File: src/rtl/ctlreg_pkg.sv
package ctlreg_pkg;

    typedef enum logic [1:0] {
        HS_IDLE = 2'd0,
        HS_RISE = 2'd1,
        HS_HELD = 2'd2,
        HS_FALL = 2'd3
    } hs_state_e;

    typedef enum logic [2:0] {
        EV_NONE  = 3'd0,
        EV_ADDR  = 3'd1,
        EV_DATA  = 3'd2,
        EV_WRITE = 3'd3,
        EV_READ  = 3'd4
    } ev_kind_e;

    typedef struct packed {
        logic rd;
        logic wr;
        logic cap_data;
        logic cap_addr;
    } strobe_t;

    function automatic logic single_hot(input strobe_t s);
        logic [3:0] v;
        v = s;
        return (v != 4'd0) && ((v & (v - 4'd1)) == 4'd0);
    endfunction

    function automatic ev_kind_e strobe_kind(input strobe_t s);
        if (s.cap_addr) return EV_ADDR;
        if (s.cap_data) return EV_DATA;
        if (s.wr)       return EV_WRITE;
        if (s.rd)       return EV_READ;
        return EV_NONE;
    endfunction

endpackage

File: src/rtl/ctlreg_strobe_decode.sv
module ctlreg_strobe_decode
    import ctlreg_pkg::*;
(
    input  logic     clk,
    input  logic     rst,
    input  strobe_t  stb,
    input  logic     idle,
    output ev_kind_e ev
);
    strobe_t prev_q;
    strobe_t rise;

    always_ff @(posedge clk) begin
        if (rst) prev_q <= '0;
        else     prev_q <= stb;
    end

    always_comb begin
        rise = stb & ~prev_q;
        ev   = EV_NONE;
        if (idle && (rise != '0) && single_hot(stb))
            ev = strobe_kind(stb);
    end
endmodule

File: src/rtl/ctlreg_ack_timer.sv
module ctlreg_ack_timer
    import ctlreg_pkg::*;
#(
    parameter int unsigned ACK_DELAY = 2
) (
    input  logic      clk,
    input  logic      rst,
    input  logic      start,
    input  logic      strobes_low,
    output logic      ack,
    output hs_state_e state
);
    localparam int unsigned CNT_W = (ACK_DELAY > 0) ? $clog2(ACK_DELAY + 1) : 1;
    localparam logic [CNT_W-1:0] CNT_LOAD = CNT_W'(ACK_DELAY);

    logic [CNT_W-1:0] cnt_q;

    always_ff @(posedge clk) begin
        if (rst) begin
            state <= HS_IDLE;
            cnt_q <= '0;
            ack   <= 1'b0;
        end else begin
            unique case (state)
                HS_IDLE: if (start) begin
                    state <= HS_RISE;
                    cnt_q <= CNT_LOAD;
                end
                HS_RISE: if (cnt_q == '0) begin
                    ack   <= 1'b1;
                    state <= HS_HELD;
                end else begin
                    cnt_q <= cnt_q - 1'b1;
                end
                HS_HELD: if (strobes_low) begin
                    state <= HS_FALL;
                    cnt_q <= CNT_LOAD;
                end
                HS_FALL: if (cnt_q == '0) begin
                    ack   <= 1'b0;
                    state <= HS_IDLE;
                end else begin
                    cnt_q <= cnt_q - 1'b1;
                end
                default: state <= HS_IDLE;
            endcase
        end
    end
endmodule

File: src/rtl/ctlreg_regfile.sv
module ctlreg_regfile
    import ctlreg_pkg::*;
#(
    parameter int unsigned DATA_W    = 16,
    parameter int unsigned NUM_REGS  = 8,
    parameter logic [DATA_W-1:0] BASE_ADDR = 16'h1000
) (
    input  logic              clk,
    input  logic              rst,
    input  ev_kind_e          ev,
    input  logic [DATA_W-1:0] din,
    output logic [DATA_W-1:0] rdata
);
    localparam int unsigned IDX_W = (NUM_REGS > 1) ? $clog2(NUM_REGS) : 1;
    localparam int unsigned OFF_W = DATA_W + 1;

    logic [DATA_W-1:0] addr_q;
    logic [DATA_W-1:0] hold_q;
    logic [DATA_W-1:0] mem_q [NUM_REGS];
    logic [OFF_W-1:0]  offset;
    logic              hit;
    logic [IDX_W-1:0]  idx;

    assign offset = {1'b0, addr_q} - {1'b0, BASE_ADDR};
    assign hit    = offset < OFF_W'(NUM_REGS);
    assign idx    = offset[IDX_W-1:0];

    always_ff @(posedge clk) begin
        if (rst) begin
            addr_q <= '0;
            hold_q <= '0;
            rdata  <= '0;
        end else begin
            if (ev == EV_ADDR) addr_q <= din;
            if (ev == EV_DATA) hold_q <= din;
            if (ev != EV_NONE)
                rdata <= (ev == EV_READ && hit) ? mem_q[idx] : '0;
        end
    end

    always_ff @(posedge clk) begin
        for (int i = 0; i < int'(NUM_REGS); i++) begin
            if (rst)
                mem_q[i] <= '0;
            else if (ev == EV_WRITE && hit && idx == IDX_W'(i))
                mem_q[i] <= hold_q;
        end
    end
endmodule

File: src/rtl/ctlreg_target.sv
module ctlreg_target
    import ctlreg_pkg::*;
#(
    parameter int unsigned DATA_W    = 16,
    parameter int unsigned NUM_REGS  = 8,
    parameter logic [DATA_W-1:0] BASE_ADDR = 16'h1000,
    parameter int unsigned ACK_DELAY = 2
) (
    input  logic              clk,
    input  logic              rst,
    input  logic              cap_addr_i,
    input  logic              cap_data_i,
    input  logic              wr_i,
    input  logic              rd_i,
    input  logic [DATA_W-1:0] bus_din,
    output logic [DATA_W-1:0] bus_dout,
    output logic              ack_o
);
    strobe_t           stb;
    ev_kind_e          ev;
    hs_state_e         hs_state;
    logic [DATA_W-1:0] rdata;

    assign stb = '{rd: rd_i, wr: wr_i, cap_data: cap_data_i, cap_addr: cap_addr_i};

    ctlreg_strobe_decode u_dec (
        .clk  (clk),
        .rst  (rst),
        .stb  (stb),
        .idle (hs_state == HS_IDLE),
        .ev   (ev)
    );

    ctlreg_ack_timer #(.ACK_DELAY(ACK_DELAY)) u_timer (
        .clk         (clk),
        .rst         (rst),
        .start       (ev != EV_NONE),
        .strobes_low (stb == '0),
        .ack         (ack_o),
        .state       (hs_state)
    );

    ctlreg_regfile #(
        .DATA_W    (DATA_W),
        .NUM_REGS  (NUM_REGS),
        .BASE_ADDR (BASE_ADDR)
    ) u_rf (
        .clk   (clk),
        .rst   (rst),
        .ev    (ev),
        .din   (bus_din),
        .rdata (rdata)
    );

    assign bus_dout = ack_o ? rdata : '0;
endmodule

File: config.mk
export PLATFORM = sky130hd
export DESIGN_NAME = ctlreg_target
export DESIGN_NICKNAME = d
export VERILOG_FILES = /design/src/rtl/ctlreg_pkg.sv /design/src/rtl/ctlreg_strobe_decode.sv /design/src/rtl/ctlreg_ack_timer.sv /design/src/rtl/ctlreg_regfile.sv /design/src/rtl/ctlreg_target.sv
export SDC_FILE = /design/constraint.sdc
export NUM_CORES = 1
export LEC_CHECK = 0
export BUFFER_PORTS_ARGS = -buffer_cell sky130_fd_sc_hd__buf_4
export CAP_MARGIN = 0
export CORE_MARGIN = 1
export CORE_UTILIZATION = 55
export CTS_CLUSTER_SIZE = 25
export DETAILED_ROUTE_END_ITERATION = 10
export PLACE_DENSITY = 0.75
export SLEW_MARGIN = 20
export SYNTH_ARGS = -nofsm -noshare
export SYNTH_HDL_FRONTEND = slang
export SYNTH_SLANG_ARGS = --single-unit
File: constraint.sdc
create_clock -name clk -period 4.4 [get_ports clk]
set_input_delay 0.88 -clock clk [delete_from_list [all_inputs] [get_ports clk]]
set_output_delay 0.88 -clock clk [all_outputs]
set_load 0.01 [all_outputs]
==> impl_metrics.toml <==
[worst_setup_path]
rr_worst_depth = 7
critPathRequiredTime_ns = 4.53
worstSetupPathDepth = 6
r2r-start = "u_rf.addr_q[12]"
endpoint_kind = "register"
crit_buf_inv = 2
cp_common_cell = "buf_4"
crit_path_max_incr_delay_ns = 0.94
crit_path_cell_trace = "buf_4 > nor4b_1 > a211oi_4 > or4_4 > o31ai_2 > buf_4"
cp_slowest_cell = "or4_4"
cp_top_family = "simple AND/OR/NAND/NOR gates"
worst_r2r_endpoint = "u_rf.mem_q[7][12]"
crit_fanout = 67
start_kind = "primary input"
cp-endpoint = "u_rf.mem_q[7][12]"
cp-startpoint = "wr_i"
crit_type = "in -> reg"
crit_arrival_ns = 3.70
r2r_slack_ns = 0.98

[cells_and_area]
area_growth_pct = 12.7
drive_above_1_share = 0.274
diodes = 0
nets = 701

[sta]
hold_viol_final = 0
slew_headroom = 0.319
fin_tns_setup_ns = 0
rsz0062_at_grt = "false"
skew_ns = 0.00643
fmax_ghz = 0.280
setup_viol = 0
fin_crit_sh = 0.810
worstMarginPinSlew_ns = 1.02
layout_min_cycle_time_ns = 3.57
hold_slack_ns = 0.456
slew_viol_final = 0

[drt]
routedWlPerCell_um = 22.0
wl_mm = 19.2
dr.pass1.iters = 5
avgViaCountPerCell = 6.42
drc_errors = 0
drt_iter0_drc = 514
ant_nets = 0
vias = 5615

[clock_tree]
numClockSinks = 185
cts_made_buffers = 17
cts_resized = 0
cts_max_level = 4
cts_setup_buffers = 0
clk_path_buf_depth = 2
cts_root_buffer = "clkbuf_16"
cts_tree = "yes"
path_clk_slew_ns = 0.06
worstSkewPairLatency_ns = 0.43
ctsHoldBuffers = 0

[status]
status = "finished, final reports clean"

[floorplan]
fp.dieW_um = 127
ios = 39
row_count = 45
initial_core_util = 0.563
die_h_um = 127
die_area_sq_um = 16100
core-area_sq_um = 15200

[pwr]
seq_power_share = 0.488
power.density_nw_per_um2 = 420
clkPwrFrac = 0.396
ir_worst_vdd_mv = 0.333
intPower_uw = 3050
total_power_uw = 4050
comb_power_share = 0.116
p_switching_uw = 1000
sw_frac_of_total = 0.247
leakage_uw = 0.00318

[synth]
netlist_area_sq_um = 8560
yosysUniqueCellTypes = 38
synth_top_area_frac = 0.449
synthArstFlopShare = 0
synth_edf_count = 128
synth_flop_cell = "edfxtp_1"
netlist_top_cells_area = "edfxtp_1 (45%), dfxtp_1 (13%), mux4_2 (8.4%)"
yosys.area.top_type = "edfxtp_1"
ys_warn_count = 0
synthCells = 657
yosysSeqAreaShare = 0.582
ys_ff_latch = 185
syn-mean-instance-area_sq_um = 13.0
syn-num-nets = 685

[global_route]
grt_max_degree = 77
grt_overflow = 0
grt_use_total = 0.254
antenna_found_initial = 0
grt_pass1_wl_mm = 30.4
grt_pass1_vias = 5438

[min_path]
hold_path.class = "reg -> reg"
worstHoldStart = "u_rf.hold_q[5]"

[placement]
gp_congestion = 0.807
hpwl_mm = 12.7
io_buffers = 38

[flow_run]
drv_cap = 0
## flip-flops by register name, summed over array words and instances (netlist names)
| name | flops |
|---|---|
| u_timer.cnt_q | 2 |
| u_rf.mem_q | 128 |
| u_rf.addr_q | 16 |
| u_dec.prev_q | 4 |
| u_timer.state | 2 |
| u_timer.ack | 1 |
| u_rf.hold_q | 16 |
| u_rf.rdata | 16 |
## final cells by class
cell class | count | area [sq um]
Timing Repair Buffer | 64 | 480
Fill cell | 1116 | 5550
Inverter | 9 | 33.8
Tap cell | 188 | 235
Sequential cell | 185 | 4990
Clock buffer | 21 | 503
Clock inverter | 11 | 126
Multi-Input combinational cell | 396 | 3280
## cell usage in the layout (no fill, tap or decap), types with 3 or more instances in the layout
cell       count
a211oi_1       3
and2_1        16
buf_4         64
clkbuf_16     19
dfxtp_1       56
edfxtp_1     128
ha_1           6
inv_1          8
inv_4          4
inv_6          3
mux2i_1       50
mux4_2        32
nand2_1       71
nand2b_1       6
nand3_1        3
nor2_1         4
nor2b_1        8
nor3_1        24
nor3_2        40
nor4_1        65
o211ai_1      16
o21ai_0       17
o31ai_2        8
or4_1          4
## cell usage after synthesis (8+ instances only)
| cell | count |
|---|---|
| and2_1 | 16 |
| buf_6 | 10 |
| clkbuf_1 | 46 |
| dfxtp_1 | 57 |
| edfxtp_1 | 128 |
| inv_1 | 9 |
| mux2i_1 | 50 |
| mux4_2 | 32 |
| nand2_1 | 72 |
| nor2b_1 | 8 |
| nor3_1 | 24 |
| nor3_2 | 40 |
| nor4_1 | 65 |
| o211ai_1 | 16 |
| o21ai_0 | 17 |
| o31ai_1 | 8 |
## through the flow
| stage | worst slack, ns | area [sq um] | util | cells |
|---|---|---|---|---|
| after floorplan | 0.0838 | 8560 | - | 657 |
| after global placement | 0.328 | 9010 | 0.593 | 842 |
| after detailed placement | 0.450 | 9010 | 0.593 | 842 |
| after CTS | 0.880 | 9640 | 0.634 | 874 |
| after global routing | 0.690 | 9650 | 0.635 | 874 |
| final | 0.834 | 9650 | 0.635 | 874 |
## metal layers
| metal | track usage | wire, um | vias to the layer above | part of all wire |
|---|---|---|---|---|
| met5 | 0 | 0 | - | 0 |
| met4 | 0.111 | 690 | 0 | 0.036 |
| met3 | 0.0422 | 1480 | 42 | 0.077 |
| met2 | 0.413 | 9450 | 252 | 0.49 |
| met1 | 0.341 | 7600 | 2762 | 0.40 |
| li1 | - | - | 2559 | - |
## how the worst min path moves through the flow
stage	depth (start not counted)	to	slack, ns
floorplan	2	u_rf.addr_q[8]	0.43
global placement	2	u_rf.addr_q[7]	0.44
detailed placement	2	u_rf.hold_q[5]	0.45
CTS	2	u_rf.hold_q[5]	0.46
global route	2	u_rf.hold_q[14]	0.48
finish	2	u_rf.hold_q[5]	0.46
## tightest hold or removal path, delay by kind of cell (launching register included)
| family | cells | cell delay [ns] |
|---|---|---|
| flops | 1 | 0.31 |
| mux | 1 | 0.05 |
| simple gates | 1 | 0.05 |
## power groups by stage
| stage | clock, uW | sequential [uW] | combinational, uW |
|---|---|---|---|
| finish | 1610 | 1980 | 468 |
| global route | 1680 | 1990 | 506 |
| CTS | 1610 | 1980 | 467 |
| detailed placement | 0 | 2020 | 464 |
| global placement | 0 | 2010 | 451 |
| floorplan | 0 | 1990 | 337 |
## cells by family (layout without fill, tap and decap cells)
kind of cell	count (synthesis)	after routing	share of synthesized area
buf+inv	76	105	0.0431
flops	185	185	0.582
fa+ha+maj	6	6	0.00877
compound gates	54	54	0.0427
simple gates	252	252	0.178
xor+xnor	2	2	0.00205
mux	82	82	0.143
No activity file was read; power rests on OpenSTA's default activity.
